--- config.mk ---
export PLATFORM = sky130hd
export DESIGN_NAME = dual_refdiv
export DESIGN_NICKNAME = d
export VERILOG_FILES = /design/src/rtl/refdiv_pkg.sv /design/src/rtl/refdiv_wake.sv /design/src/rtl/refdiv_counter.sv /design/src/rtl/refdiv_halver.sv /design/src/rtl/dual_refdiv.sv
export SDC_FILE = /design/constraint.sdc
export NUM_CORES = 1
export LEC_CHECK = 0
export ABC_AREA = 1
export CAP_MARGIN = 40
export CORE_ASPECT_RATIO = 2
export CORE_MARGIN = 2
export CORE_UTILIZATION = 45
export DETAILED_ROUTE_END_ITERATION = 6
export PLACE_DENSITY_LB_ADDON = 0.15
export SLEW_MARGIN = 20
export SYNTH_ARGS = -nofsm -noshare
export SYNTH_HDL_FRONTEND = slang
export SYNTH_HIERARCHICAL = 1
export SYNTH_SLANG_ARGS = --single-unit
--- constraint.sdc ---
create_clock -name clk -period 2.7 [get_ports clk]
set_clock_uncertainty 0.2 [all_clocks]
set_input_delay 0.54 -clock clk [delete_from_list [all_inputs] [get_ports clk]]
set_output_delay 0.54 -clock clk [all_outputs]
set_load 0.05 [all_outputs]
--- src/rtl/refdiv_pkg.sv ---
package refdiv_pkg;

    localparam int RATIO_W   = 12;
    localparam int MIN_RATIO = 8;

    typedef logic [RATIO_W-1:0] ratio_t;

    // Configuration held for one whole period
    typedef struct packed {
        ratio_t ratio;
        logic   half_b;
    } cfg_t;

    // Transition events of the divided waveform
    typedef struct packed {
        logic rise;
        logic fall;
    } evt_t;

    function automatic ratio_t clamp_ratio(input ratio_t r);
        return (r < ratio_t'(MIN_RATIO)) ? ratio_t'(MIN_RATIO) : r;
    endfunction

    function automatic cfg_t make_cfg(input ratio_t r, input logic hb);
        cfg_t c;
        c.ratio  = clamp_ratio(r);
        c.half_b = hb;
        return c;
    endfunction

endpackage

--- src/rtl/refdiv_wake.sv ---
module refdiv_wake (
    input  logic clk,
    input  logic rst,
    input  logic en_a_i,
    input  logic en_b_i,
    output logic hold_o,
    output logic restart_o
);
    logic awake;
    logic awake_q;

    assign awake = en_a_i | en_b_i;

    always_ff @(posedge clk) begin
        if (rst) awake_q <= 1'b0;
        else     awake_q <= awake;
    end

    assign hold_o    = ~awake;
    assign restart_o = awake & ~awake_q & ~rst;

    // wake pulse lasts exactly one cycle
    a_r9_restart_single: assert property (@(posedge clk) disable iff (rst)
        restart_o |=> !restart_o);

endmodule

--- src/rtl/refdiv_counter.sv ---
module refdiv_counter
    import refdiv_pkg::*;
(
    input  logic   clk,
    input  logic   rst,
    input  logic   hold_i,
    input  ratio_t ratio_i,
    input  logic   half_b_i,
    output ratio_t cnt_o,
    output logic   half_b_o,
    output evt_t   evt_o,
    output logic   armed_o,
    output logic   div_o
);
    cfg_t   cfg;
    ratio_t cnt;
    ratio_t half;
    logic   term;
    logic   armed;
    logic   active;

    assign half   = cfg.ratio >> 1;
    assign term   = (cnt == cfg.ratio - ratio_t'(1));
    assign active = ~hold_i & ~rst;

    always_ff @(posedge clk) begin
        if (rst || hold_i) begin
            cnt   <= '0;
            cfg   <= make_cfg(ratio_i, half_b_i);
            armed <= 1'b0;
        end else if (term) begin
            cnt   <= '0;
            cfg   <= make_cfg(ratio_i, half_b_i);
            armed <= 1'b1;
        end else begin
            cnt   <= cnt + ratio_t'(1);
        end
    end

    assign evt_o.rise = active & (cnt == '0);
    assign evt_o.fall = active & (cnt == half);
    assign div_o      = active & (cnt < half);
    assign armed_o    = armed;
    assign cnt_o      = cnt;
    assign half_b_o   = cfg.half_b;

    // the held ratio never drops below the floor
    a_r2_ratio_floor: assert property (@(posedge clk) disable iff (rst)
        cfg.ratio >= ratio_t'(MIN_RATIO));

    // count stays inside the period
    a_r4_cnt_range: assert property (@(posedge clk) disable iff (rst)
        cnt < cfg.ratio);

    // configuration only moves at a terminal count or while held
    a_r3_cfg_hold: assert property (@(posedge clk) disable iff (rst)
        (!hold_i && !term) |=> $stable(cfg));

endmodule

--- src/rtl/refdiv_halver.sv ---
module refdiv_halver (
    input  logic clk,
    input  logic rst,
    input  logic hold_i,
    input  logic fall_i,
    input  logic half_b_i,
    output logic pass_b_o
);
    logic tgl;

    always_ff @(posedge clk) begin
        if (rst || hold_i) tgl <= 1'b0;
        else if (fall_i)   tgl <= ~tgl;
    end

    assign pass_b_o = ~half_b_i | tgl;

    // in halving mode, a passed falling event is followed by a blocked one
    a_r6_half_alternate: assert property (@(posedge clk) disable iff (rst || hold_i)
        (fall_i && half_b_i && tgl) |=> !tgl);

endmodule

--- src/rtl/dual_refdiv.sv ---
module dual_refdiv
    import refdiv_pkg::*;
(
    input  logic                clk,
    input  logic                rst,
    input  logic [RATIO_W-1:0]  ratio_i,
    input  logic                half_b_i,
    input  logic                en_a_i,
    input  logic                en_b_i,
    output logic                strobe_a_o,
    output logic                strobe_b_o,
    output logic                div_o,
    output logic                restart_o
);
    logic   hold;
    logic   restart;
    ratio_t cnt;
    logic   half_b;
    evt_t   evt;
    logic   armed;
    logic   pass_b;

    refdiv_wake u_wake (
        .clk       (clk),
        .rst       (rst),
        .en_a_i    (en_a_i),
        .en_b_i    (en_b_i),
        .hold_o    (hold),
        .restart_o (restart)
    );

    refdiv_counter u_cnt (
        .clk      (clk),
        .rst      (rst),
        .hold_i   (hold),
        .ratio_i  (ratio_i),
        .half_b_i (half_b_i),
        .cnt_o    (cnt),
        .half_b_o (half_b),
        .evt_o    (evt),
        .armed_o  (armed),
        .div_o    (div_o)
    );

    refdiv_halver u_half (
        .clk      (clk),
        .rst      (rst),
        .hold_i   (hold),
        .fall_i   (evt.fall),
        .half_b_i (half_b),
        .pass_b_o (pass_b)
    );

    assign strobe_a_o = armed & evt.rise & en_a_i;
    assign strobe_b_o = armed & evt.fall & pass_b & en_b_i;
    assign restart_o  = restart;

    // the two strobes never share a cycle
    a_r7_no_coincide: assert property (@(posedge clk) disable iff (rst)
        !(strobe_a_o && strobe_b_o));

    // on wake the count starts from zero and both strobes are quiet
    a_r9_wake_cleared: assert property (@(posedge clk) disable iff (rst)
        restart_o |-> (cnt == '0) && !strobe_a_o && !strobe_b_o);

    // a disabled loop receives nothing
    a_r8_gate_a: assert property (@(posedge clk) disable iff (rst)
        !en_a_i |-> !strobe_a_o);
    a_r8_gate_b: assert property (@(posedge clk) disable iff (rst)
        !en_b_i |-> !strobe_b_o);

endmodule

== Word-level counts from Yosys, hierarchy flattened ==
Cells that the tools add are included.
Word-level totals
  register bits: 28
  output and inout bits: 4
  logic and storage cells: 37
Cells by class
  add/sub/neg operators: 2
  order comparisons: 2
  equality and inequality tests: 2
  multiplexer cells: 3
  bitwise gates (word level): 18
  reductions and logical operators: 4
Operators with widths (number)
  13-bit 2-to-1 mux: 2
  12-bit by 1-bit adder with 12-bit output, second input constant: 1
  12-bit by 11-bit equality test with 1-bit output: 1
  12-bit equality test: 1
  12-bit zero test: 1
  12-bit by 11-bit less-than comparator with 1-bit output: 1
  12-bit by 4-bit less-than comparator with 1-bit output, second input constant: 1
  12-bit 2-to-1 mux: 1
  12-bit by 1-bit subtractor with 12-bit output, second input constant: 1
  1-bit bitwise AND: 11
  1-bit NOT: 5
  1-bit bitwise OR: 2
  2-bit nonzero test: 1
  2-bit OR reduction: 1
  1-bit logical OR: 1

== Depth between registers and ports, before layout ==
  depth after elaboration: 6
  mapped depth: 14

== Hierarchy ==
The synthesis kept the hierarchy.
Modules (own cells, without submodules)
  refdiv_counter: times used 1, cells an instance 259, area an instance 1933.1 um^2
  refdiv_halver: times used 1, cells an instance 8, area an instance 48.8 um^2
  refdiv_wake: times used 1, cells an instance 4, area an instance 40.0 um^2
  dual_refdiv: times used 1, cells an instance 6, area an instance 22.5 um^2

== Worst setup path before layout ==
Ideal clock, no wire load.
  kind: in2out
  start: input en_b_i
  end: output div_o
  arrival: 2195 ps
  slack: -235 ps
  stages: 6
  cell sequence: nor2_2 nor2_1 inv_1 nor3_1 o21ai_0 nor3_1
Between the ends
  longest elaborated chain between the ends: 3
RTL lines
  start: declaration: RTL line dual_refdiv.sv:9  | input logic en_b_i,
  1-bit bitwise OR: RTL line refdiv_wake.sv:12  | assign awake = en_a_i | en_b_i;
  1-bit bitwise AND: RTL line refdiv_counter.sv:24  | assign active = ~hold_i & ~rst;
  1-bit bitwise AND: RTL line refdiv_counter.sv:42  | assign div_o = active & (cnt < half);
  end: declaration: RTL line dual_refdiv.sv:12  | output logic div_o,
No other way between the ends.

== Worst setup path in the final report ==
Same ends and word-level chain as after synthesis.

==> out/results.tsv <==
stage	metric	value	unit
detailed_routing	DR pass1 iterations	6	
flow_run	MaxCap Viol Count	0	
grt	vias in the first global route	1828	
place	hpwl dp	3980	um
layout	Final Cell Area	2690	um2
synth	synthesized area per cell	7.38	um2
cts	number of CTS-inserted buffers	3	
timing	Max Slew Vio Count	0	
synth	most frequent cell after synthesis	nand2_1	
min_path	Worst Hold Class	reg2reg	
layout	Final Net Count	353	
grt	largest net degree at the start of global routing	17	
setup_path	Data arrival, critical path	1.93	ns
grt	Tot GR Track Use	21.2	%
cts	clk sinks	28	
synth	top post-synthesis cells by count	62 x nand2_1, 43 x inv_1, 34 x nor2_1	
cts	Clock transition at path regs	0.09	ns
synth	Main synth FF type	dfxtp_1	
place	area post-placement	2400	um2
min_path	Hold Startpoint	u_cnt/cnt_o[0]	
layout	fill count	401	
grt	first-pass GRT wire length	8110	um
synth	EDFF count, synth	13	
setup_path	r2r startpoint	u_cnt/cfg[1]	
detailed_routing	Vias	1877	
synth	FFs w/ async S/R, synth	0	%
pwr	largest vdd supply drop	0.000375	V
timing	hold slack final	0.275	ns
layout	layout cells sized above 1	26.2	%
setup_path	Critical Path RT	1.96	ns
floorplan	Core ar.	4340	um2
timing	post-layout minimum cycle time	2.67	ns
layout	Antenna Cells	0	
timing	Hold Violations, Final	0	
floorplan	row count	34	
cts	CTS tree	yes	
detailed_routing	post-DR vias/cell	5.01	
floorplan	Die X	51.7	um
grt	grt ovf	0	
setup_path	Setup CP Type	in2out	
setup_path	Critical Path Sink Type	output pin	
setup_path	CP startpoint	en_b_i	
detailed_routing	Total Routed Length	4990	um
synth	top-area cell type share of the netlist area	19.1	%
pwr	Leak Pwr	1.21	nW
synth	Synth Cell Area	2040	um2
setup_path	CP startpoint kind	input port	
synth	distinct cell type count after synthesis	29	
grt	initial antenna violation count	0	
cts	CTS Buffer Depth	2	
setup_path	Crit-path slowest cell	clkdlybuf4s50_1	
setup_path	crit-path max FO	3	
cts	clk_lat worst skew	0.28	ns
detailed_routing	DR iter-0 viols	57	
detailed_routing	drt drc	0	
synth	synth top area cells	edfxtp_1 19%, dfxtp_1 15%, nand2_1 11%	
synth	Synth Register Bits	28	
timing	Slew @ Worst Pin	0.499	ns
floorplan	initial core utilization	47.1	%
detailed_routing	Routed wire per std cell	13.3	um
setup_path	CP bufs+invs	3	
place	gp weighted congestion	0.917	
cts	H-tree depth	1	
pwr	PwrDens	358	nW/um2
place	input/output buffers	20	
setup_path	CP peak stage delay	0.49	ns
setup_path	CP top delay family	buffers and inverters	
floorplan	die area	5130	um2
timing	Max-slew headroom	66.5	%
synth	Syn Nets	308	
timing	setup_tns	0	ns
cts	hold_buf cts	0	
synth	Syn. warnings	6	
timing	RSZ-0062 raised after global routing	true	
cts	Root Driver	clkbuf_8	
floorplan	io pins	21	
timing	setup violators final	0	
setup_path	crit-path cells	clkdlybuf4s50_1, nor2_2, nor2_4, inv_2, nor3_1, o21ai_1, nor3_2, clkbuf_16	
timing	highest clock rate	374	MHz
synth	cell count after synthesis	277	
status	status	completed	
detailed_routing	number of nets still failing antenna checks after routing	0	
synth	Yosys top cell by area	edfxtp_1	
synth	post-synthesis sequential area ratio	33.8	%
floorplan	chip height	99.3	um
timing	Tcrit/Tclk final	99.0	%
layout	Syn-to-layout area delta	31.4	%
-- placed cells by master, fill, tap and decap left out --
cell and n:
nand2_1 61, inv_1 38, nor2_1 31, buf_4 28
clkdlybuf4s50_1 16, dfxtp_1 14, nand3_1 13, edfxtp_1 13
nor2_4 12, ha_1 11, xor2_1 10, nor2_2 9
nor3_1 8, inv_2 6, nand2_2 6, a21oi_1 6
buf_12 5, nand4_1 5, clkbuf_8 4, xnor2_1 4
o21ai_1 3, ha_4 3, nand3_2 2, nor3_2 2
nand3b_1 2, clkbuf_16 1, nor3_4 1, o21bai_1 1
a21oi_2 1, or2_1 1, o21ai_2 1, nand2_4 1
or2_2 1, dfxtp_2 1
-- logic make-up after synthesis --
family          share of synthesized area [%]
buf+inv                                  10.8
xor+xnor                                 6.00
simple gates                             37.6
fa+ha+maj                                8.57
flops                                    33.8
compound gates                           3.24
-- worst paths after layout --
check                                  endpoint  slack, ns  cells past startpoint
worst max register to register  u_cnt/cnt_o[11]       0.24                     14
worst min-delay path             u_cnt/cnt_o[0]       0.28                      1
worst min register to register   u_cnt/cnt_o[0]       0.28                      1
worst max-delay path                      div_o       0.03                      8
-- cell type report --
| cell class | count | area (um2) | area share, % |
|---|---|---|---|
| clock buffer | 4 | 55.1 | 2.05 |
| inverter | 44 | 165 | 6.15 |
| multi-input combinational | 195 | 1210 | 45.1 |
| sequential | 28 | 692 | 25.8 |
| tap | 54 | 67.6 | 2.52 |
| timing repair buffer | 50 | 495 | 18.4 |
-- state kept, by name, summed over array words and instances (netlist names) --
signal	count
u_cnt/cnt_o	12
u_cnt/half_b_o	1
u_cnt/armed_o	1
u_half/tgl	1
u_wake/awake_q	1
u_cnt/cfg	12
-- worst register-to-register path, cell delays in order, from the launching register on --
cell,delay [ns]
edfxtp_1,0.44
inv_1,0.18
ha_1,0.25
nand2_1,0.07
nor2_1,0.20
nand2_1,0.08
nand2_1,0.08
nand2_1,0.05
nand2_1,0.06
nand2_1,0.06
nor2_2,0.09
nand3_2,0.13
nand2_4,0.26
buf_12,0.18
nor2_1,0.04
-- power by group --
group          internal [W]  leakage, nW  switching (W)  total, W
Combinational      0.000107        0.925       0.000115  0.000222
Clock              0.000131       0.0288       0.000130  0.000260
Sequential         0.000463        0.252      0.0000156  0.000479
Total              0.000701         1.21       0.000260  0.000961
-- through the flow --
stage | total power, W | setup slack, ns | utilization, % | instances
after CTS | 0.000942 | 0.00338 | 58.0 | 360
after global placement | 0.000672 | -0.109 | 55.4 | 351
after floorplan | 0.000600 | 0.0471 | - | 277
final | 0.000961 | 0.0263 | 61.9 | 375
after detailed placement | 0.000675 | -0.154 | 55.4 | 351
after global routing | 0.00101 | -0.0704 | 61.9 | 375
-- metal layers --
metal	routed length [um]	vias up	global-route usage, %
met2	2810	57	40.4
met1	1820	856	21.6
met3	153	16	2.40
met4	216	0	10.3
li1	-	948	-
met5	0	-	0
-- timing repair --
| action | CTS | global route |
|---|---|---|
| buffers inserted | 5 | 15 |
| pin swaps | 5 | 8 |
| gates resized for setup | 4 | 17 |
| setup endpoints to repair | 2 | 3 |
No activity file was read; power rests on OpenSTA's default activity.
